$ cat src/rtl/console_mmio_pkg.sv
package console_mmio_pkg;

   typedef enum logic [1:0] {
      SEL_IN_STAT  = 2'd0,
      SEL_IN_DATA  = 2'd1,
      SEL_OUT_STAT = 2'd2,
      SEL_OUT_DATA = 2'd3
   } cm_sel_e;

   typedef struct packed {
      logic    hit;
      cm_sel_e sel;
   } cm_dec_t;

endpackage

$ cat src/rtl/cm_addr_decode.sv
module cm_addr_decode
   import console_mmio_pkg::*;
#(
   parameter int unsigned ADDR_W       = 16,
   parameter int unsigned BASE_ADDR    = 'hFE00,
   parameter int unsigned STRIDE_LOG2  = 1,
   parameter bit          STRICT_ALIGN = 1'b1
) (
   input  logic [ADDR_W-1:0] addr,
   output cm_dec_t           dec
);
   localparam int unsigned SPAN = 4 << STRIDE_LOG2;
   localparam logic [ADDR_W-1:0] BASE_V = ADDR_W'(BASE_ADDR);
   localparam logic [ADDR_W-1:0] SPAN_V = ADDR_W'(SPAN);
   localparam logic [ADDR_W-1:0] LOW_MASK = ADDR_W'((1 << STRIDE_LOG2) - 1);

   if (STRIDE_LOG2 < 1) begin : g_bad_stride
      $error("cm_addr_decode: STRIDE_LOG2 must be at least 1");
   end

   logic [ADDR_W-1:0] offset;
   logic              in_window;
   logic              aligned;

   assign offset    = addr - BASE_V;
   assign in_window = (offset < SPAN_V);

   if (STRICT_ALIGN) begin : g_strict
      assign aligned = ((offset & LOW_MASK) == '0);
   end else begin : g_loose
      assign aligned = 1'b1;
   end

   assign dec.hit = in_window && aligned;
   assign dec.sel = cm_sel_e'(offset[STRIDE_LOG2 +: 2]);
endmodule

$ cat src/rtl/cm_input_port.sv
module cm_input_port #(
   parameter int unsigned CHAR_W = 8
) (
   input  logic              clk,
   input  logic              rst_n,
   input  logic [CHAR_W-1:0] dev_char,
   input  logic              dev_stb,
   input  logic              take,
   input  logic              ien_wr,
   input  logic              ien_val,
   output logic              ready,
   output logic              ien,
   output logic [CHAR_W-1:0] char_q
);
   always_ff @(posedge clk) begin
      if (!rst_n) begin
         ready  <= 1'b0;
         char_q <= '0;
      end else if (ready) begin
         if (take) ready <= 1'b0;
      end else if (dev_stb) begin
         ready  <= 1'b1;
         char_q <= dev_char;
      end
   end

   always_ff @(posedge clk) begin
      if (!rst_n)      ien <= 1'b0;
      else if (ien_wr) ien <= ien_val;
   end
endmodule

$ cat src/rtl/cm_output_port.sv
module cm_output_port #(
   parameter int unsigned CHAR_W = 8
) (
   input  logic              clk,
   input  logic              rst_n,
   input  logic              put,
   input  logic [CHAR_W-1:0] put_char,
   input  logic              done,
   input  logic              ien_wr,
   input  logic              ien_val,
   output logic              ready,
   output logic              ien,
   output logic [CHAR_W-1:0] char_q,
   output logic              strobe
);
   logic launch;
   assign launch = put && ready;

   always_ff @(posedge clk) begin
      if (!rst_n) begin
         ready  <= 1'b1;
         char_q <= '0;
         strobe <= 1'b0;
      end else begin
         strobe <= launch;
         if (launch) begin
            ready  <= 1'b0;
            char_q <= put_char;
         end else if (!ready && done) begin
            ready  <= 1'b1;
         end
      end
   end

   always_ff @(posedge clk) begin
      if (!rst_n)      ien <= 1'b0;
      else if (ien_wr) ien <= ien_val;
   end
endmodule

$ cat src/rtl/console_mmio.sv
module console_mmio
   import console_mmio_pkg::*;
#(
   parameter int unsigned ADDR_W       = 16,
   parameter int unsigned DATA_W       = 16,
   parameter int unsigned CHAR_W       = 8,
   parameter int unsigned BASE_ADDR    = 'hFE00,
   parameter int unsigned STRIDE_LOG2  = 1,
   parameter bit          STRICT_ALIGN = 1'b1,
   parameter int unsigned READY_BIT    = 15,
   parameter int unsigned IEN_BIT      = 14
) (
   input  logic              clk,
   input  logic              rst_n,
   input  logic [ADDR_W-1:0] bus_addr,
   input  logic              bus_rd,
   input  logic              bus_wr,
   input  logic [DATA_W-1:0] bus_wdata,
   output logic [DATA_W-1:0] bus_rdata,
   input  logic [CHAR_W-1:0] kb_char,
   input  logic              kb_strobe,
   output logic [CHAR_W-1:0] disp_char,
   output logic              disp_strobe,
   input  logic              disp_done,
   output logic              kb_irq,
   output logic              disp_irq
);
   if (CHAR_W > DATA_W) begin : g_bad_char
      $error("console_mmio: CHAR_W exceeds DATA_W");
   end
   if (READY_BIT >= DATA_W || IEN_BIT >= DATA_W) begin : g_bad_bits
      $error("console_mmio: status bit outside data width");
   end
   if (READY_BIT == IEN_BIT) begin : g_same_bits
      $error("console_mmio: ready and enable bits collide");
   end
   if (READY_BIT < CHAR_W || IEN_BIT < CHAR_W) begin : g_overlap
      $error("console_mmio: status bits overlap the character field");
   end

   cm_dec_t dec;
   logic    in_ready, in_ien, out_ready, out_ien;
   logic [CHAR_W-1:0] in_char;
   logic    rd_in_data, wr_in_stat, wr_out_stat, wr_out_data;

   cm_addr_decode #(
      .ADDR_W(ADDR_W), .BASE_ADDR(BASE_ADDR),
      .STRIDE_LOG2(STRIDE_LOG2), .STRICT_ALIGN(STRICT_ALIGN)
   ) i_dec (
      .addr(bus_addr), .dec(dec)
   );

   assign rd_in_data  = bus_rd && dec.hit && (dec.sel == SEL_IN_DATA);
   assign wr_in_stat  = bus_wr && dec.hit && (dec.sel == SEL_IN_STAT);
   assign wr_out_stat = bus_wr && dec.hit && (dec.sel == SEL_OUT_STAT);
   assign wr_out_data = bus_wr && dec.hit && (dec.sel == SEL_OUT_DATA);

   cm_input_port #(.CHAR_W(CHAR_W)) i_in (
      .clk(clk), .rst_n(rst_n),
      .dev_char(kb_char), .dev_stb(kb_strobe),
      .take(rd_in_data),
      .ien_wr(wr_in_stat), .ien_val(bus_wdata[IEN_BIT]),
      .ready(in_ready), .ien(in_ien), .char_q(in_char)
   );

   cm_output_port #(.CHAR_W(CHAR_W)) i_out (
      .clk(clk), .rst_n(rst_n),
      .put(wr_out_data), .put_char(bus_wdata[CHAR_W-1:0]),
      .done(disp_done),
      .ien_wr(wr_out_stat), .ien_val(bus_wdata[IEN_BIT]),
      .ready(out_ready), .ien(out_ien), .char_q(disp_char),
      .strobe(disp_strobe)
   );

   assign kb_irq   = in_ready && in_ien;
   assign disp_irq = out_ready && out_ien;

   always_comb begin
      bus_rdata = '0;
      if (bus_rd && dec.hit) begin
         unique case (dec.sel)
            SEL_IN_STAT: begin
               bus_rdata[READY_BIT] = in_ready;
               bus_rdata[IEN_BIT]   = in_ien;
            end
            SEL_IN_DATA:  bus_rdata[CHAR_W-1:0] = in_char;
            SEL_OUT_STAT: begin
               bus_rdata[READY_BIT] = out_ready;
               bus_rdata[IEN_BIT]   = out_ien;
            end
            SEL_OUT_DATA: bus_rdata[CHAR_W-1:0] = disp_char;
            default: bus_rdata = '0;
         endcase
      end
   end
endmodule

$ cat config.mk
export PLATFORM = sky130hd
export DESIGN_NAME = console_mmio
export DESIGN_NICKNAME = d
export VERILOG_FILES = /design/src/rtl/console_mmio_pkg.sv /design/src/rtl/cm_addr_decode.sv /design/src/rtl/cm_input_port.sv /design/src/rtl/cm_output_port.sv /design/src/rtl/console_mmio.sv
export SDC_FILE = /design/constraint.sdc
export NUM_CORES = 1
export LEC_CHECK = 0
export BUFFER_PORTS_ARGS = -buffer_cell sky130_fd_sc_hd__clkbuf_2
export CAP_MARGIN = 20
export CORE_ASPECT_RATIO = 0.75
export CORE_MARGIN = 2
export CORE_UTILIZATION = 45
export CTS_BUF_LIST = sky130_fd_sc_hd__clkbuf_4
export DETAILED_ROUTE_END_ITERATION = 12
export MAX_ROUTING_LAYER = met4
export PLACE_DENSITY = 0.81
export RECOVER_POWER = 50
export SKIP_LAST_GASP = 1
export SYNTH_ARGS = -nofsm -noshare
export SYNTH_HDL_FRONTEND = slang
export SYNTH_HIERARCHICAL = 1
export SYNTH_SLANG_ARGS = --single-unit
$ cat constraint.sdc
create_clock -name clk -period 4.53 [get_ports clk]
set_input_delay 0.906 -clock clk [delete_from_list [all_inputs] [get_ports clk]]
set_output_delay 0.906 -clock clk [all_outputs]
set_load 0.005 [all_outputs]
=== Word level (Yosys, flattened, before mapping) ===
Index checks and enable logic that the tools add are counted.
Widths: inputs -> output; s select.

* Register bits: 21
* Input port bits: 46
* Output and inout port bits: 27
* Logic and storage cells: 37

* $add $sub $neg: 1
* $lt $le $gt $ge: 1
* Equal/unequal tests: 3
* Multiplexer cells: 8
* Bitwise logic cells: 1
* Reductions and logical operators: 16

{| class="wikitable"
|+ Operators with widths
! operator !! count
|-
| $logic_not 16->1 || 1
|-
| $lt 16x4->1 const B || 1
|-
| $mux 16 || 1
|-
| $pmux 8 s2 || 1
|-
| $sub 16x16->16 const B || 1
|-
| $logic_and 1x1->1 || 11
|-
| $mux 1 || 5
|-
| $eq 2x2->1 const B || 2
|-
| $pmux 2 s2 || 1
|-
| $eq 2x1->1 const B || 1
|-
| $logic_not 2->1 || 1
|-
| $reduce_and 2->1 || 1
|-
| $reduce_bool 2->1 || 1
|-
| $logic_not 1->1 || 1
|-
| $not 1->1 || 1
|}

=== Logic depth before layout (Yosys ltp) ===
Gate-level depths: netlist of run 1.

* Word-level depth: 7
* Gate-level depth with buffers: 10
* Gate-level depth less buffers: 8

=== Hierarchy ===
Netlist of run 1, hierarchy kept.

{| class="wikitable"
|+ Modules (own cells, without submodules)
! module !! instances !! cells each !! area each (sq um)
|-
| cm_output_port || 1 || 46 || 455.4
|-
| cm_input_port || 1 || 42 || 409.1
|-
| console_mmio || 1 || 39 || 274.0
|-
| cm_addr_decode || 1 || 19 || 148.9
|}

=== Least setup slack after synthesis of run 1 ===
No wires, ideal clock.

* Path type: input to output
* Start: in bus_addr[9]
* End: out bus_rdata[0]
* Arrival time: 2.413 ns
* Data required time: 3.624 ns
* Path slack: 1.211 ns
* Stages on the path: 6
* Buffers on the path: 0
* Path through: ha_1 nor4b_1 nand4_1 a2111oi_2 nand3_2 nor2_1

{| class="wikitable"
|+ RTL lines
! item !! line !! text
|-
| start: declaration || console_mmio.sv:15 || <nowiki>input logic [ADDR_W-1:0] bus_addr,</nowiki>
|-
| end: declaration || console_mmio.sv:19 || <nowiki>output logic [DATA_W-1:0] bus_rdata,</nowiki>
|}

==> flow_metrics.py, run 1 <==
metrics = {
    "status": {
        "status": "finished, final reports clean",
    },
    "die": {
        "start_util_pct": 48.4,
        "fp.dieW_um": 65.8,
        "coreArea_mm2": 0.00266,
        "io_pins": 73,
        "row_count": 16,
        "dieArea_mm2": 0.00331,
        "die_h_um": 50.3,
    },
    "timing": {
        "relSlewSlack_pct": 5.92,
        "fin_worst_skew_ns": 0.00302,
        "period_share_pct": 86.3,
        "finalSetupViolCount": 0,
        "max_slew.worst_pin.slew_ns": 1.41,
        "max_freq_mhz": 256,
        "hold_viol": 0,
        "tns_ns": 0,
        "fin_ws_ns": 0.622,
        "drv_slew": 0,
        "holdWs_ns": 0.469,
        "min_period_ns": 3.91,
        "grt_setup_unrepaired": "no",
    },
    "routing": {
        "drt_wl_total_um": 2740,
        "ant_nets": 0,
        "post-route-drc-count": 0,
        "drtIter0Drc": 43,
        "wire_per_inst_um": 11.8,
        "vias": 1185,
        "dr.pass1.iters": 4,
        "via_per_inst": 5.09,
    },
    "hold_path": {
        "hp-start": "i_in/char_q[7]",
        "hp-class": "reg -> reg",
    },
    "finish": {
        "synthToLayoutAreaGrowth_pct": 17.5,
        "final_nets": 245,
        "stdcell_area_mm2": 0.00151,
        "drive_above_1_share_pct": 37.6,
        "n_fill_cell": 256,
        "antenna_cells": 0,
    },
    "synthesis": {
        "ys_seq_area_share_pct": 32.7,
        "synthCells": 146,
        "ys_types": 31,
        "synth_warnings": 6,
        "synth-seq-cells": 21,
        "synth_edf_count": 0,
        "synth_ff_type": "dfxtp_1",
        "avgSynthCellArea_um2": 8.82,
        "syn_area_mm2": 0.00129,
        "synthArstFlopShare_pct": 0,
    },
    "flow_run": {
        "cap_violations": 0,
    },
    "setup_path": {
        "critPathCaptureType": "output port",
        "crit_slowest_cell": "a2111oi_2",
        "cp.required_ns": 3.62,
        "crit_family": "simple AND/OR/NAND/NOR gates",
        "crit_path_start": "bus_addr[9]",
        "reg2reg_from": "i_out/ready",
        "critPathBufInv": 2,
        "arrival_ns": 3.00,
        "path_common_cell": "clkbuf_2",
        "cp-start-kind": "input pin",
        "r2r_slack_ns": 3.34,
        "cp_max_fo": 9,
        "worst-setup-path-type": "in -> out",
        "crit_chain": "clkbuf_2, ha_1, nor4b_1, nand4_1, a2111oi_2, nand3_1, nor2_1, clkbuf_2",
        "crit_path_max_incr_delay_ns": 0.46,
    },
    "power": {
        "peakVddDrop_v": 0.000173,
        "leakage_nw": 0.694,
        "power_density_mw_per_mm2": 224,
        "power.total_mw": 0.339,
    },
    "cts": {
        "cts.sinks": 21,
        "path_clk_slew_ns": 0.11,
        "clockRootBuffer": "clkbuf_4",
        "postCtsSetupBuffers": 0,
        "cts_hold_buf": 0,
        "clockBufferDepth": 2,
        "htree_levels": 1,
        "worstSkewPairLatency_ns": 0.31,
        "cts_tree": "built",
        "numCtsBuffers": 3,
        "post_cts_resize_count": 0,
    },
    "global_route": {
        "grt_pass1_wl_um": 4280,
        "grt_overflow": 0,
        "grt_start_max_net_pins": 38,
        "grt_pass1_vias": 1006,
        "antenna_found_initial": 0,
        "gr-usage-all-layers_pct": 17.2,
    },
    "place": {
        "dp_hpwl_um": 2130,
        "routabilityCongestion": 0.762,
        "dp_slack_ns": 0.738,
        "port_buffers": 59,
        "place_area_mm2": 0.00149,
    },
}
==> sequential cells by signal (all words and copies together), names as in the netlist <==
name          cells
i_out/char_q      8
i_in/ready        1
i_out/ien         1
i_in/ien          1
i_out/strobe      1
i_out/ready       1
i_in/char_q       8
==> layout by cell type, fill, tap and decap left out, types with 2 or more instances in the layout <==
cell type / count
and2_1: 2
nor3_1: 4
clkbuf_4: 4
o21ai_2: 9
dfxtp_1: 21
xnor2_1: 2
conb_1: 6
clkbuf_1: 4
clkbuf_2: 55
nor2b_1: 2
nand4_1: 9
nand2_1: 29
nor2_1: 12
mux2i_1: 20
==> cells by family after synthesis <==
group           synth area share [%]
compound gates                  11.2
xor+xnor                        1.36
fa+ha+maj                      0.972
buf+inv                         12.8
flops                           32.7
mux                             15.5
other cells                    0.291
simple gates                    25.2
==> metrics by stage <==
| step | cells | utilization, % |
|---|---|---|
| 3_3_place_gp | 229 | 56.1 |
| 5_1_grt | 233 | 56.8 |
| 4_1_cts | 233 | 57.2 |
| 3_5_place_dp | 229 | 56.1 |
| 2_1_floorplan | 151 | - |
| 6_report | 233 | 56.8 |
==> final timing paths <==
kind | to | depth (start not counted)
min | i_in/char_q[7] | 2
max | bus_rdata[2] | 8
min reg2reg | i_in/char_q[7] | 2
max reg2reg | i_out/ready | 2
==> routing by layer <==
metal | vias up | track usage, % | wire length [um] | part of all wire (%)
met2 | 48 | 25.8 | 1140 | 42
met4 | 0 | 4.17 | 23 | 0.84
met3 | 4 | 5.16 | 230 | 8.4
met5 | - | - | 0 | 0
li1 | 597 | - | - | -
met1 | 536 | 22.7 | 1350 | 49
==> report_power, final <==
group | internal [mW] | switching (mW)
combinational | 0.0243 | 0.0247
sequential | 0.190 | 0.00317
clock | 0.0404 | 0.0571
==> worst min-delay path: stages (launching register included) <==
cell	delay [ns]
dfxtp_1	0.33
nand2_1	0.05
mux2i_1	0.05
==> synth_stat cells (2+ instances only) <==
master   instances  area, um^2
and2_1           3        18.8
nor3_1           4        20.0
nand4_1          9        56.3
o21ai_2          9        78.8
nor2_1          12        45.0
nand2_1         29         109
buf_2            2        10.0
buf_4           10        75.1
mux2i_1         20         200
xnor2_1          2        17.5
dfxtp_1         21         420
nor2b_1          2        12.5
buf_6            5        56.3
==> final cells by class <==
| cell class | instances | area, um^2 | area share (%) |
|---|---|---|---|
| Clock buffer | 4 | 30.0 | 1.99 |
| Inverter | 1 | 3.75 | 0.248 |
| Multi-Input combinational cell | 111 | 716 | 47.3 |
| Sequential cell | 21 | 420 | 27.8 |
| Tap cell | 36 | 45.0 | 2.98 |
| Timing Repair Buffer | 60 | 298 | 19.7 |
Power figures use the tool's default switching activity.
==> inputs of run 2 (changes only) <==
--- a/config.mk
+++ b/config.mk
@@ -7,14 +7,18 @@
 export LEC_CHECK = 0
 export BUFFER_PORTS_ARGS = -buffer_cell sky130_fd_sc_hd__clkbuf_2
 export CAP_MARGIN = 20
+export CELL_PAD_IN_SITES_DETAIL_PLACEMENT = 0
+export CELL_PAD_IN_SITES_GLOBAL_PLACEMENT = 1
 export CORE_ASPECT_RATIO = 0.75
 export CORE_MARGIN = 2
-export CORE_UTILIZATION = 45
+export CORE_UTILIZATION = 34
 export CTS_BUF_LIST = sky130_fd_sc_hd__clkbuf_4
 export DETAILED_ROUTE_END_ITERATION = 12
+export GPL_TIMING_DRIVEN = 0
 export MAX_ROUTING_LAYER = met4
-export PLACE_DENSITY = 0.81
+export PLACE_DENSITY_LB_ADDON = 0.1
 export RECOVER_POWER = 50
+export REMOVE_ABC_BUFFERS = 1
 export SKIP_LAST_GASP = 1
 export SYNTH_ARGS = -nofsm -noshare
 export SYNTH_HDL_FRONTEND = slang
==> flow_metrics.py, run 2 (synthesis results as in run 1) <==
metrics = {
    "global_route": {
        "gr-usage-all-layers_pct": 15.4,
        "grt_overflow": 0,
        "grt_start_max_net_pins": 38,
        "grt_pass1_wl_um": 4910,
        "antenna_found_initial": 0,
        "grt_pass1_vias": 1096,
    },
    "die": {
        "die_h_um": 57.3,
        "io_pins": 73,
        "fp.dieW_um": 75.1,
        "row_count": 19,
        "start_util_pct": 35.4,
        "dieArea_mm2": 0.00430,
        "coreArea_mm2": 0.00364,
    },
    "finish": {
        "final_cell_mix": "clkbuf_2 (53), nand2_1 (29), dfxtp_1 (21)",
        "drive_above_1_share_pct": 35.7,
        "top_regs": "i_in/char_q x8, i_out/char_q x8",
        "fin_cells": 248,
        "final_nets": 244,
        "antenna_cells": 0,
        "synthToLayoutAreaGrowth_pct": 18.1,
        "final_common_cell": "clkbuf_2",
    },
    "setup_path": {
        "worst-setup-path-type": "in -> out",
        "cp-start-kind": "input pin",
        "path_common_cell": "clkbuf_2",
        "cp_max_fo": 9,
        "critPathBufInv": 2,
        "arrival_ns": 3.07,
        "cp.required_ns": 3.62,
        "crit_path_max_incr_delay_ns": 0.48,
        "crit_family": "simple AND/OR/NAND/NOR gates",
        "critPathCaptureType": "output port",
        "crit_slowest_cell": "a2111oi_2",
        "crit_chain": "clkbuf_2, ha_1, nor4b_1, nand4_1, a2111oi_2, nand3_1, nor2_1, clkbuf_2",
    },
    "routing": {
        "wire_per_inst_um": 11.7,
        "post-route-drc-count": 0,
        "vias": 1178,
        "via_per_inst": 4.75,
        "drtIter0Drc": 40,
        "dr.pass1.iters": 4,
        "drt_wl_total_um": 2900,
        "ant_nets": 0,
    },
    "power": {
        "p_int_mw": 0.254,
        "peakVddDrop_v": 0.000158,
        "combPwrFrac_pct": 14.8,
        "clkPwrFrac_pct": 27.5,
        "pwr-share-seq_pct": 57.7,
        "power_density_mw_per_mm2": 220,
        "p_sw_share_pct": 23.8,
        "leakage_nw": 0.680,
        "switchingPower_mw": 0.0795,
    },
    "cts": {
        "htree_levels": 1,
        "cts_tree": "built",
        "post_cts_resize_count": 0,
        "cts.sinks": 21,
        "worstSkewPairLatency_ns": 0.29,
        "cts_hold_buf": 0,
        "clockRootBuffer": "clkbuf_4",
        "numCtsBuffers": 3,
        "postCtsSetupBuffers": 0,
        "clockBufferDepth": 2,
        "path_clk_slew_ns": 0.11,
    },
    "timing": {
        "max_slew.worst_pin.slew_ns": 1.04,
        "holdWs_ns": 0.462,
        "relSlewSlack_pct": 30.3,
        "hold_viol": 0,
        "finalSetupViolCount": 0,
        "tns_ns": 0,
        "max_freq_mhz": 251,
        "fin_worst_skew_ns": 0.00563,
        "min_period_ns": 3.98,
        "grt_setup_unrepaired": "no",
        "period_share_pct": 87.8,
        "drv_slew": 0,
    },
    "place": {
        "dp_hpwl_um": 2210,
        "port_buffers": 59,
        "dp.cells": 244,
        "routabilityCongestion": 0.709,
    },
    "flow_run": {
        "cap_violations": 0,
    },
    "status": {
        "status": "finished, final reports clean",
    },
    "hold_path": {
        "hp-class": "reg -> reg",
    },
}
-- run 2: power groups by stage --
stage / combinational [mW] / clock [mW] / sequential, mW
floorplan: 0.0212 / 0 / 0.196
global placement: 0.0486 / 0 / 0.197
detailed placement: 0.0498 / 0 / 0.197
CTS: 0.0501 / 0.0987 / 0.193
global route: 0.0553 / 0.110 / 0.194
finish: 0.0494 / 0.0917 / 0.193
-- run 2: metal layers --
metal	track usage, %	up-vias	part of all wire (%)
met5	-	-	0
met3	4.24	2	7.2
met2	24.8	44	44
li1	-	594	-
met1	19.3	538	48
met4	3.32	0	0.48
-- run 2: metrics by stage --
step                instance area [um^2]  setup WS (ns)  total power, mW  util (%)
floorplan                           1140           1.21            0.217         -
global placement                    1510          0.680            0.245      41.4
detailed placement                  1510          0.635            0.247      41.4
CTS                                 1540          0.628            0.342      42.2
global route                        1520          0.284            0.359      41.8
finish                              1520          0.551            0.334      41.8
-- run 2: worst paths after layout --
check | start | end | slack (ns) | cells past startpoint
worst min-delay path | i_in/char_q[7] | i_in/char_q[7] | 0.46 | 2
worst max-delay path | bus_addr[9] | bus_rdata[1] | 0.55 | 8
worst max register to register | i_in/ready | i_in/char_q[5] | 3.03 | 2
worst min register to register | i_in/char_q[7] | i_in/char_q[7] | 0.46 | 2
-- run 2: worst register-to-register path, stage by stage (launching register included) --
cell and delay, ns:
dfxtp_1 0.36, nor2b_1 0.81, mux2i_1 0.27
-- run 2: layout make-up --
| class | count | area [um^2] |
|---|---|---|
| fill | 384 | 2120 |
| multi-input combinational | 111 | 713 |
| sequential | 21 | 420 |
| timing repair buffer | 59 | 288 |
| tap | 52 | 65.1 |
| clock buffer | 4 | 30.0 |
| inverter | 1 | 3.75 |
